`src/rtl/smbus_host_pkg.sv`:
```
package smbus_host_pkg;
  localparam int BYTE_W  = 8;
  localparam int REG_AW  = 3;
  localparam int PROTO_W = 2;

  localparam logic [REG_AW-1:0] OFS_STATUS = 3'd0;
  localparam logic [REG_AW-1:0] OFS_CTRL   = 3'd2;
  localparam logic [REG_AW-1:0] OFS_CMD    = 3'd3;
  localparam logic [REG_AW-1:0] OFS_ADDR   = 3'd4;
  localparam logic [REG_AW-1:0] OFS_DAT0   = 3'd5;
  localparam logic [REG_AW-1:0] OFS_DAT1   = 3'd6;

  // control register bit positions
  localparam int CTL_KILL  = 1;
  localparam int CTL_START = 6;

  localparam logic [PROTO_W-1:0] PROTO_QUICK = 2'd0;
  localparam logic [PROTO_W-1:0] PROTO_BYTE  = 2'd1;
  localparam logic [PROTO_W-1:0] PROTO_BDATA = 2'd2;
  localparam logic [PROTO_W-1:0] PROTO_WORD  = 2'd3;

  typedef enum logic [3:0] {
    STEP_ADDR, STEP_ADDRW, STEP_ADDRR, STEP_CMD,
    STEP_TX0, STEP_TX1, STEP_RX0, STEP_RX1, STEP_END
  } step_e;

  typedef enum logic [1:0] {ST_IDLE, ST_ISSUE, ST_WAIT} seq_e;

  typedef struct packed {
    logic setIntr;
    logic setDevErr;
    logic setCollide;
    logic setFail;
    logic loadD0;
    logic loadD1;
  } strobe_t;
endpackage

```
`src/rtl/smbus_host_ctrl.sv`:
```
module smbus_host_ctrl
  import smbus_host_pkg::*;
(
  input  logic               clk,
  input  logic               rst_n,
  input  logic               startOk,
  input  logic [PROTO_W-1:0] protoIn,
  input  logic               rwIn,
  input  logic               killReq,
  input  logic               engDone,
  input  logic               engNak,
  input  logic               engCollide,
  output logic               busy,
  output step_e              step,
  output logic               engGo,
  output logic               engStartCond,
  output logic               engStopCond,
  output logic               engRx,
  output strobe_t            strobe
);
  seq_e               state;
  logic [PROTO_W-1:0] protoLat;
  logic               rwLat;
  step_e              stepAfter;
  logic               killHit;
  logic               doneHit;
  logic               cleanDone;

  function automatic step_e nextStep(step_e cur, logic [PROTO_W-1:0] p, logic rd);
    case (cur)
      STEP_ADDR:  nextStep = (p == PROTO_QUICK) ? STEP_END : (rd ? STEP_RX0 : STEP_CMD);
      STEP_ADDRW: nextStep = STEP_CMD;
      STEP_CMD:   nextStep = (p == PROTO_BYTE) ? STEP_END : (rd ? STEP_ADDRR : STEP_TX0);
      STEP_ADDRR: nextStep = STEP_RX0;
      STEP_TX0:   nextStep = (p == PROTO_WORD) ? STEP_TX1 : STEP_END;
      STEP_RX0:   nextStep = (p == PROTO_WORD) ? STEP_RX1 : STEP_END;
      default:    nextStep = STEP_END;
    endcase
  endfunction

  assign stepAfter = nextStep(step, protoLat, rwLat);
  assign killHit   = killReq && busy;
  assign doneHit   = (state == ST_WAIT) && engDone && !killHit;
  assign cleanDone = doneHit && !engNak && !engCollide;

  always_ff @(posedge clk or negedge rst_n) begin
    if (!rst_n) begin
      state    <= ST_IDLE;
      busy     <= 1'b0;
      step     <= STEP_ADDR;
      protoLat <= PROTO_QUICK;
      rwLat    <= 1'b0;
    end else if (killHit) begin
      state <= ST_IDLE;
      busy  <= 1'b0;
    end else begin
      case (state)
        ST_IDLE: if (startOk) begin
          state    <= ST_ISSUE;
          busy     <= 1'b1;
          protoLat <= protoIn;
          rwLat    <= rwIn;
          step     <= protoIn[1] ? STEP_ADDRW : STEP_ADDR;
        end
        ST_ISSUE: state <= ST_WAIT;
        ST_WAIT: if (engDone) begin
          if (engNak || engCollide || stepAfter == STEP_END) begin
            state <= ST_IDLE;
            busy  <= 1'b0;
          end else begin
            step  <= stepAfter;
            state <= ST_ISSUE;
          end
        end
        default: state <= ST_IDLE;
      endcase
    end
  end

  always_comb begin
    engGo        = (state == ST_ISSUE);
    engStartCond = (step == STEP_ADDR) || (step == STEP_ADDRW) || (step == STEP_ADDRR);
    engStopCond  = (stepAfter == STEP_END);
    engRx        = (step == STEP_RX0) || (step == STEP_RX1);
    strobe.setFail    = killHit;
    strobe.setDevErr  = doneHit && engNak;
    strobe.setCollide = doneHit && !engNak && engCollide;
    strobe.setIntr    = cleanDone && (stepAfter == STEP_END);
    strobe.loadD0     = cleanDone && (step == STEP_RX0);
    strobe.loadD1     = cleanDone && (step == STEP_RX1);
  end
endmodule

```
`src/rtl/smbus_host_regs.sv`:
```
module smbus_host_regs
  import smbus_host_pkg::*;
(
  input  logic               clk,
  input  logic               rst_n,
  input  logic               regWr,
  input  logic [REG_AW-1:0]  regAddr,
  input  logic [BYTE_W-1:0]  regWdata,
  output logic [BYTE_W-1:0]  regRdata,
  input  logic               busy,
  input  step_e              step,
  input  strobe_t            strobe,
  input  logic [BYTE_W-1:0]  engRxByte,
  output logic               startOk,
  output logic [PROTO_W-1:0] protoOut,
  output logic               rwOut,
  output logic               killReq,
  output logic [BYTE_W-1:0]  engTxByte,
  output logic [BYTE_W-1:0]  statusVec
);
  logic [BYTE_W-1:0] ctrlReg, cmdReg, addrReg, dat0Reg, dat1Reg;
  logic intrF, devErrF, colF, failF;
  logic stsWr, ctrlWr, stsClean, protoOk;

  assign stsWr    = regWr && (regAddr == OFS_STATUS);
  assign ctrlWr   = regWr && (regAddr == OFS_CTRL);
  assign stsClean = !(busy || intrF || devErrF || colF || failF);
  assign protoOk  = !regWdata[4];
  assign startOk  = ctrlWr && regWdata[CTL_START] && !regWdata[CTL_KILL] && protoOk && stsClean;
  assign protoOut = regWdata[3:2];
  assign rwOut    = addrReg[0];
  assign killReq  = ctrlReg[CTL_KILL];

  always_ff @(posedge clk or negedge rst_n) begin
    if (!rst_n) begin
      ctrlReg <= '0; cmdReg <= '0; addrReg <= '0; dat0Reg <= '0; dat1Reg <= '0;
      intrF <= 1'b0; devErrF <= 1'b0; colF <= 1'b0; failF <= 1'b0;
    end else begin
      if (ctrlWr) ctrlReg <= regWdata & ~(BYTE_W'(1) << CTL_START);
      if (regWr && regAddr == OFS_CMD)  cmdReg  <= regWdata;
      if (regWr && regAddr == OFS_ADDR) addrReg <= regWdata;
      if (strobe.loadD0) dat0Reg <= engRxByte;
      else if (regWr && regAddr == OFS_DAT0) dat0Reg <= regWdata;
      if (strobe.loadD1) dat1Reg <= engRxByte;
      else if (regWr && regAddr == OFS_DAT1) dat1Reg <= regWdata;
      // set has priority over a same-cycle clear
      intrF   <= (intrF   && !(stsWr && regWdata[1])) || strobe.setIntr;
      devErrF <= (devErrF && !(stsWr && regWdata[2])) || strobe.setDevErr;
      colF    <= (colF    && !(stsWr && regWdata[3])) || strobe.setCollide;
      failF   <= (failF   && !(stsWr && regWdata[4])) || strobe.setFail;
    end
  end

  assign statusVec = {3'b000, failF, colF, devErrF, intrF, busy};

  always_comb begin
    case (step)
      STEP_ADDR:  engTxByte = addrReg;
      STEP_ADDRW: engTxByte = {addrReg[BYTE_W-1:1], 1'b0};
      STEP_ADDRR: engTxByte = {addrReg[BYTE_W-1:1], 1'b1};
      STEP_CMD:   engTxByte = cmdReg;
      STEP_TX0:   engTxByte = dat0Reg;
      STEP_TX1:   engTxByte = dat1Reg;
      default:    engTxByte = '0;
    endcase
    case (regAddr)
      OFS_STATUS: regRdata = statusVec;
      OFS_CTRL:   regRdata = ctrlReg;
      OFS_CMD:    regRdata = cmdReg;
      OFS_ADDR:   regRdata = addrReg;
      OFS_DAT0:   regRdata = dat0Reg;
      OFS_DAT1:   regRdata = dat1Reg;
      default:    regRdata = '0;
    endcase
  end
endmodule

```
`src/rtl/smbus_host_seq.sv`:
```
module smbus_host_seq
  import smbus_host_pkg::*;
(
  input  logic              clk,
  input  logic              rst_n,
  input  logic              regWr,
  input  logic [REG_AW-1:0] regAddr,
  input  logic [BYTE_W-1:0] regWdata,
  output logic [BYTE_W-1:0] regRdata,
  output logic              engGo,
  output logic [BYTE_W-1:0] engTxByte,
  output logic              engStartCond,
  output logic              engStopCond,
  output logic              engRx,
  output logic              engKill,
  input  logic              engDone,
  input  logic [BYTE_W-1:0] engRxByte,
  input  logic              engNak,
  input  logic              engCollide
);
  logic               busy, startOk, rwBit, killReq;
  logic [PROTO_W-1:0] protoSel;
  logic [BYTE_W-1:0]  statusVec;
  step_e              step;
  strobe_t            strobe;

  assign engKill = killReq;

  smbus_host_regs u_regs (
    .clk(clk), .rst_n(rst_n), .regWr(regWr), .regAddr(regAddr),
    .regWdata(regWdata), .regRdata(regRdata), .busy(busy), .step(step),
    .strobe(strobe), .engRxByte(engRxByte), .startOk(startOk),
    .protoOut(protoSel), .rwOut(rwBit), .killReq(killReq),
    .engTxByte(engTxByte), .statusVec(statusVec)
  );

  smbus_host_ctrl u_ctrl (
    .clk(clk), .rst_n(rst_n), .startOk(startOk), .protoIn(protoSel),
    .rwIn(rwBit), .killReq(killReq), .engDone(engDone), .engNak(engNak),
    .engCollide(engCollide), .busy(busy), .step(step), .engGo(engGo),
    .engStartCond(engStartCond), .engStopCond(engStopCond), .engRx(engRx),
    .strobe(strobe)
  );
endmodule

```
`config.mk`:
```
export PLATFORM = sky130hd
export DESIGN_NAME = smbus_host_seq
export DESIGN_NICKNAME = d
export VERILOG_FILES = /design/src/rtl/smbus_host_pkg.sv /design/src/rtl/smbus_host_ctrl.sv /design/src/rtl/smbus_host_regs.sv /design/src/rtl/smbus_host_seq.sv
export SDC_FILE = /design/constraint.sdc
export NUM_CORES = 1
export LEC_CHECK = 0
export ABC_AREA = 1
export BUFFER_PORTS_ARGS = -buffer_cell sky130_fd_sc_hd__buf_2
export CAP_MARGIN = 20
export CORE_MARGIN = 4
export CORE_UTILIZATION = 50
export DETAILED_ROUTE_END_ITERATION = 10
export MAX_ROUTING_LAYER = met4
export PLACE_DENSITY = 0.8
export SLEW_MARGIN = 15
export SYNTH_ARGS = -nofsm -noshare
export SYNTH_HDL_FRONTEND = slang
export SYNTH_SLANG_ARGS = --single-unit
```
`constraint.sdc`:
```
create_clock -name clk -period 4.3 [get_ports clk]
set_clock_uncertainty 0.1 [all_clocks]
set_input_delay 0.86 -clock clk [delete_from_list [all_inputs] [get_ports clk]]
set_output_delay 0.86 -clock clk [all_outputs]
set_load 0.005 [all_outputs]
```
==> results of run 1 <==
registers in the layout (all words and copies together), names as in the netlist:
name             cells
u_ctrl.busy          1
u_ctrl.protoLat      2
u_ctrl.rwLat         1
u_ctrl.state         2
u_ctrl.step          4
u_regs.addrReg       8
u_regs.cmdReg        8
u_regs.colF          1
u_regs.ctrlReg       7
u_regs.dat0Reg       8
u_regs.dat1Reg       8
u_regs.devErrF       1
u_regs.failF         1
u_regs.intrF         1
stage by stage:
step	power [W]	cell area, sq um
after floorplan	0.00113	3090
after global placement	0.00135	3390
after detailed placement	0.00136	3390
after CTS	0.00166	3480
after global routing	0.00177	3480
final	0.00166	3480
final timing paths:
path | to | slack, ns
max | engTxByte[0] | 1.30
min | u_regs.addrReg[2] | 0.41
max reg2reg | u_regs.dat1Reg[5] | 2.35
min reg2reg | u_regs.addrReg[2] | 0.41
max in group asynchronous | u_regs.dat0Reg[0] | 3.10
min in group asynchronous | u_regs.ctrlReg[5] | 0.55
cells by family after synthesis:
| kind of cell | count (synthesis) |
|---|---|
| AO/OA/AOI/OAI | 84 |
| buffers and inverters | 62 |
| flip-flops | 53 |
| AND/OR/NAND/NOR | 204 |
per-layer routing:
metal | track usage, % | wire length (um) | share of wire [%] | vias up
li1 | - | - | - | 1433
met1 | 35.0 | 3870 | 44 | 1420
met2 | 39.6 | 4140 | 47 | 152
met3 | 3.33 | 656 | 7.5 | 19
met4 | 6.80 | 119 | 1.4 | 0
met5 | - | 0 | 0 | -
Yosys cell counts:
master       n  share of area (%)
a21oi_1     16                2.6
a221oi_1     1               0.28
a22o_1       1               0.28
buf_2        1               0.16
buf_6        1               0.36
clkbuf_1     2               0.24
clkinv_1     1               0.12
dfrtp_1     53                 43
inv_1       47                5.7
inv_2       10                1.2
nand2_1    118                 14
nand2_2      6                1.2
nand2_4      1               0.36
nand3_1     37                6.0
nand3_2      2               0.65
nand3_4      1               0.57
nand3b_1     1               0.24
nand4_4      1               0.69
nor2_1      23                2.8
nor2_2       5                1.0
nor2_4       2               0.73
nor2_8       1               0.65
nor3_1       3               0.49
nor3_4       3                1.6
o2111ai_1    8                2.3
o211ai_1     4               0.97
o211ai_2     8                3.2
o21ai_0     37                6.0
o21ai_1      1               0.16
o21ai_4      1               0.53
o221ai_1     3               0.85
o22ai_1      4               0.81
final cells by class:
cell class,instances,area [sq um]
clock buffers,5,68.8
flip-flops and latches,53,1330
well taps,75,93.8
repair buffers,46,233
fillers,584,2470
multi-input cells,288,1520
clock inverters,3,21.3
inverters,58,218
layout by cell type (no fill, tap or decap), types with 2 or more instances in the layout:
master and instances:
a21oi_1 16, dfrtp_1 53, clkbuf_8 5, o221ai_1 3, nor3_4 3, buf_2 45
inv_1 47, inv_2 10, o211ai_2 8, o211ai_1 4, nor2_4 2, nor3_1 3
nand3_2 2, nand2_1 118, nand2_2 6, nand3_1 37, o22ai_1 4, nor2_2 5
o2111ai_1 8, nor2_1 23, o21ai_0 37
power by group:
part / internal, W / switching [W]
clock: 0.000116 / 0.000175
sequential: 0.000610 / 0.000114
combinational: 0.000237 / 0.000411
total: 0.000963 / 0.000700
worst reg2reg max path: stages, from the launching register on:
cell	delay (ns)
dfrtp_1	0.45
nand2_1	0.23
inv_2	0.09
nor3_4	0.35
nand4_4	0.28
inv_2	0.21
nand2_1	0.07
o211ai_1	0.09
==> flow_summary.toml, run 1 <==
[clocking]
clock_latency_ns = 0.31
clkSinkCount = 53
hold_buffers = 0
cts_tree = "built"
cts_setup_buffers = 0
h-tree-depth = 2
clkSlewWorstSetupHoldPaths_ns = 0.10
ctsResizeCount = 0
cts_buffer_depth = 2
cts_buffers = 5
clockRootBuffer = "clkbuf_8"

[setup_path]
crit_buf_inv = 3
cp.required_ns = 3.34
slowest_stage = "dfrtp_1"
r2r_start = "u_regs.ctrlReg[1]"
r2r_cells = 7
worstPathArrival_ns = 2.04
crit_chain = "nor2_2, inv_1, nor2_1, inv_1, o22ai_1, a21oi_1, nand3_1, buf_2"
endpoint_kind = "output pin"
crit_cells = 8
worstSetupPathType = "reg2out"
path_delay_family = "simple AND/OR/NAND/NOR gates"
startpoint = "u_ctrl.step[0]"
slowest_delay_ns = 0.51
crit_top_cell = "inv_1"
worst_setup_path_start_kind = "flip-flop"
path_max_fanout = 6

[floorplanning]
die_w_um = 86.6
die_y_um = 86.6
die_area_sq_um = 7500
start_util_pct = 51.9
num_io_pins = 46
rows = 28
core_area_sq_um = 5960

[sta]
fin_hold_ws_ns = 0.407
tightest_slew_ns = 0.669
setup_viol = 0
finalCritPeriodShare_pct = 69.7
finalSetupTns_ns = 0
hold_viol = 0
finalWorstSetupSlack_ns = 1.30
min_period_ns = 3.00
slew_viol_final = 0
grt_setup_unrepaired = "no"
max_slew_margin_pct = 55.4
timing.fmax_mhz = 334

[hold_path]
hold_depth = 2
hold_class = "reg2reg"
hp-start = "u_regs.addrReg[2]"

[synthesis]
avgSynthCellArea_sq_um = 7.67
synth_cell_types = 32
synth_cells = 403
synth_xor_area_share_pct = 0
synthSimpleGateAreaFrac_pct = 31.3
synth_mux_area_share_pct = 0
syn_area_sq_um = 3090
synth-seq-cells = 53
seq_area_frac_synth_pct = 42.9
synth_compound_area_share_pct = 18.0
synth_fa_ha_area_share_pct = 0
synth_top_family_by_area = "simple AND/OR/NAND/NOR gates"
synthesis.nets = 428
yosys_warnings = 0

[power_and_ir_drop]
power_leakage_nw = 1.77
ir_drop_v = 0.000172
p_per_area_nw_per_um2 = 477

[detailed_routing]
wire_per_inst_um = 16.6
vias = 3024
antenna_left = 0
post_drt_via_cell_ratio = 5.73
drtIter0Drc = 462
first_pass_iters = 7
remaining_drc_errors = 0
wl_um = 8790

[placed_design]
dpl_worst_slack_ns = 1.36
dpl.hpwl_um = 6630
numPortBuffers = 45
dp.cells = 520
globalplace.congestion = 0.948

[cells_and_area]
drive_gt1_share_pct = 21.0
stdcell_count = 528
utilization_pct = 58.5
finalNetCount = 477
syn_to_final_growth_pct = 12.7
antenna_cells = 0

[global_route]
grt_pass1_vias = 2838
gr-total-overflow = 0
grt_use_total_pct = 25.4
grt_max_degree = 54
grt_pass1_wl_um = 14600
antenna_found_initial = 0

[outcome]
status = "completed"

[flow_run]
cap_viol_max_count = 0
Note: power is estimated with default switching activity, not from simulation.
==> run 2: changes to the inputs <==
PLACE_DENSITY = 0.83   (was 0.8)
clock period = 2.4 ns   (was 4.3 ns; I/O delays follow)
==> run 2 against run 1 <==
Register-to-register slack worse by 1.9 ns. Design area grew 2.2%. Hold slack lost 0.38 ns. Combinational power grew 87%. Worst setup slack worse by 1.2 ns. Largest power group unchanged. Via count decreased by 1.0%. First-iteration DRC count is 47% lower.
==> flow_summary.toml, run 2 (synthesis gave the netlist of run 1 again) <==
[sta]
finalWorstSetupSlack_ns = 0.124
setup_viol = 0
finalSetupTns_ns = 0
finalCritPeriodShare_pct = 94.9
tightest_slew_ns = 0.567
max_slew_margin_pct = 62.1
timing.fmax_mhz = 439
hold_viol = 0
slew_viol_final = 0
min_period_ns = 2.28

[clocking]
h-tree-depth = 2
clockRootBuffer = "clkbuf_8"
clkSinkCount = 53
cts_tree = "built"
cts_buffer_depth = 2
cts_buffers = 5
clkSlewWorstSetupHoldPaths_ns = 0.10
clock_latency_ns = 0.31
hold_buffers = 0

[placed_design]
dpl.hpwl_um = 6850
dpl_worst_slack_ns = 0.281
globalplace.congestion = 0.944
numPortBuffers = 45

[detailed_routing]
post_drt_via_cell_ratio = 5.59
remaining_drc_errors = 0
antenna_left = 0
wire_per_inst_um = 16.1
vias = 2993
drtIter0Drc = 244
first_pass_iters = 5
wl_um = 8610

[setup_path]
endpoint_kind = "output pin"
r2r_slack_ns = 0.43
cp.required_ns = 1.82
startpoint = "u_ctrl.step[3]"
worstPathArrival_ns = 1.70
timing.rr.end = "u_regs.dat1Reg[5]"
path_max_fanout = 6
worstSetupEndpoint = "engTxByte[3]"
r2r_cells = 7
worst_setup_path_start_kind = "flip-flop"
r2r_start = "u_regs.ctrlReg[1]"
worstSetupPathType = "reg2out"

[global_route]
grt_pass1_wl_um = 14000
grt_max_degree = 35
grt_use_total_pct = 24.7
gr-total-overflow = 0
grt_pass1_vias = 2770
antenna_found_initial = 0

[floorplanning]
die_y_um = 86.6
rows = 28
num_io_pins = 46
start_util_pct = 51.9
die_w_um = 86.6
core_area_sq_um = 5960
die_area_sq_um = 7500

[cells_and_area]
layout.cells.most_common_list = "nand2_1 (117), dfrtp_1 (49), inv_1 (47), buf_2 (45)"
antenna_cells = 0
filler_cell_count = 560
finalNetCount = 484
drive_gt1_share_pct = 23.3
final_common_cell = "nand2_1"
syn_to_final_growth_pct = 15.2

[outcome]
status = "completed"

[hold_path]
hold_class = "in2async"

[power_and_ir_drop]
power_leakage_nw = 1.80
p_per_area_nw_per_um2 = 845
ir_drop_v = 0.000437

[flow_run]
cap_viol_max_count = 0
## run 2: changes by cell type in the layout (fill, tap and decap cells not counted), sizes merged
cell	before	now
clkinvlp	1	2
clkinv	2	1
clkbuf	5	6
inv	58	57
buf	46	53
## run 2: cell type report
| class | count | area [sq um] | area share [%] |
|---|---|---|---|
| flip-flops and latches | 53 | 1330 | 37.4 |
| inverters | 58 | 218 | 6.11 |
| multi-input cells | 288 | 1530 | 43.0 |
| clock buffers | 6 | 72.6 | 2.04 |
| well taps | 75 | 93.8 | 2.64 |
| repair buffers | 53 | 298 | 8.36 |
| clock inverters | 2 | 15.0 | 0.422 |
## run 2: through the flow
stage	util (%)	instances	total power, W	area, sq um	hold slack [ns]
floorplan	-	403	0.00202	3090	0.0844
global placement	57.8	525	0.00242	3440	0.365
detailed placement	57.8	525	0.00245	3440	0.374
CTS	59.3	533	0.00296	3530	0.0346
global route	59.8	535	0.00322	3560	0.0422
finish	59.8	535	0.00301	3560	0.0231
## run 2: per-layer routing
layer / GRT usage (%) / part of all wire, % / vias to the layer above / wire, um
met5: - / 0 / - / 0
met4: 7.79 / 2.3 / 0 / 194
met3: 2.95 / 6.0 / 14 / 520
met2: 36.1 / 45 / 123 / 3890
met1: 35.8 / 46 / 1413 / 4000
li1: - / - / 1443 / -
## run 2: worst min-delay path by stage
stage | start | to | slack [ns] | depth (start not counted)
final | rst_n | u_regs.ctrlReg[3] | 0.02 | 1
after global routing | rst_n | u_regs.ctrlReg[3] | 0.04 | 1
after CTS | rst_n | u_regs.ctrlReg[3] | 0.03 | 1
after detailed placement | u_regs.addrReg[4] | u_regs.addrReg[4] | 0.37 | 2
after global placement | rst_n | u_regs.ctrlReg[3] | 0.37 | 1
after floorplan | rst_n | u_ctrl.busy | 0.08 | 0
## run 2: where the power goes
group | leakage (nW) | switching, W | internal, W
Combinational | 1.11 | 0.000753 | 0.000457
Clock | 0.0374 | 0.000304 | 0.000206
Sequential | 0.648 | 0.000190 | 0.00110
Total | 1.80 | 0.00125 | 0.00176
## run 2: timing repair
action / in CTS / in global routing
setup buffers: 0 / 2
setup endpoints to repair: 5 / 6
pin swaps: 0 / 0
resized for setup: 1 / 6
## run 2: critical path, cell delays in order (launching register included)
cell and delay, ns:
dfrtp_2 0.48, nor2_2 0.24, nand2_1 0.17, inv_2 0.14, nand2_1 0.06, o2111ai_1 0.13
buf_2 0.16
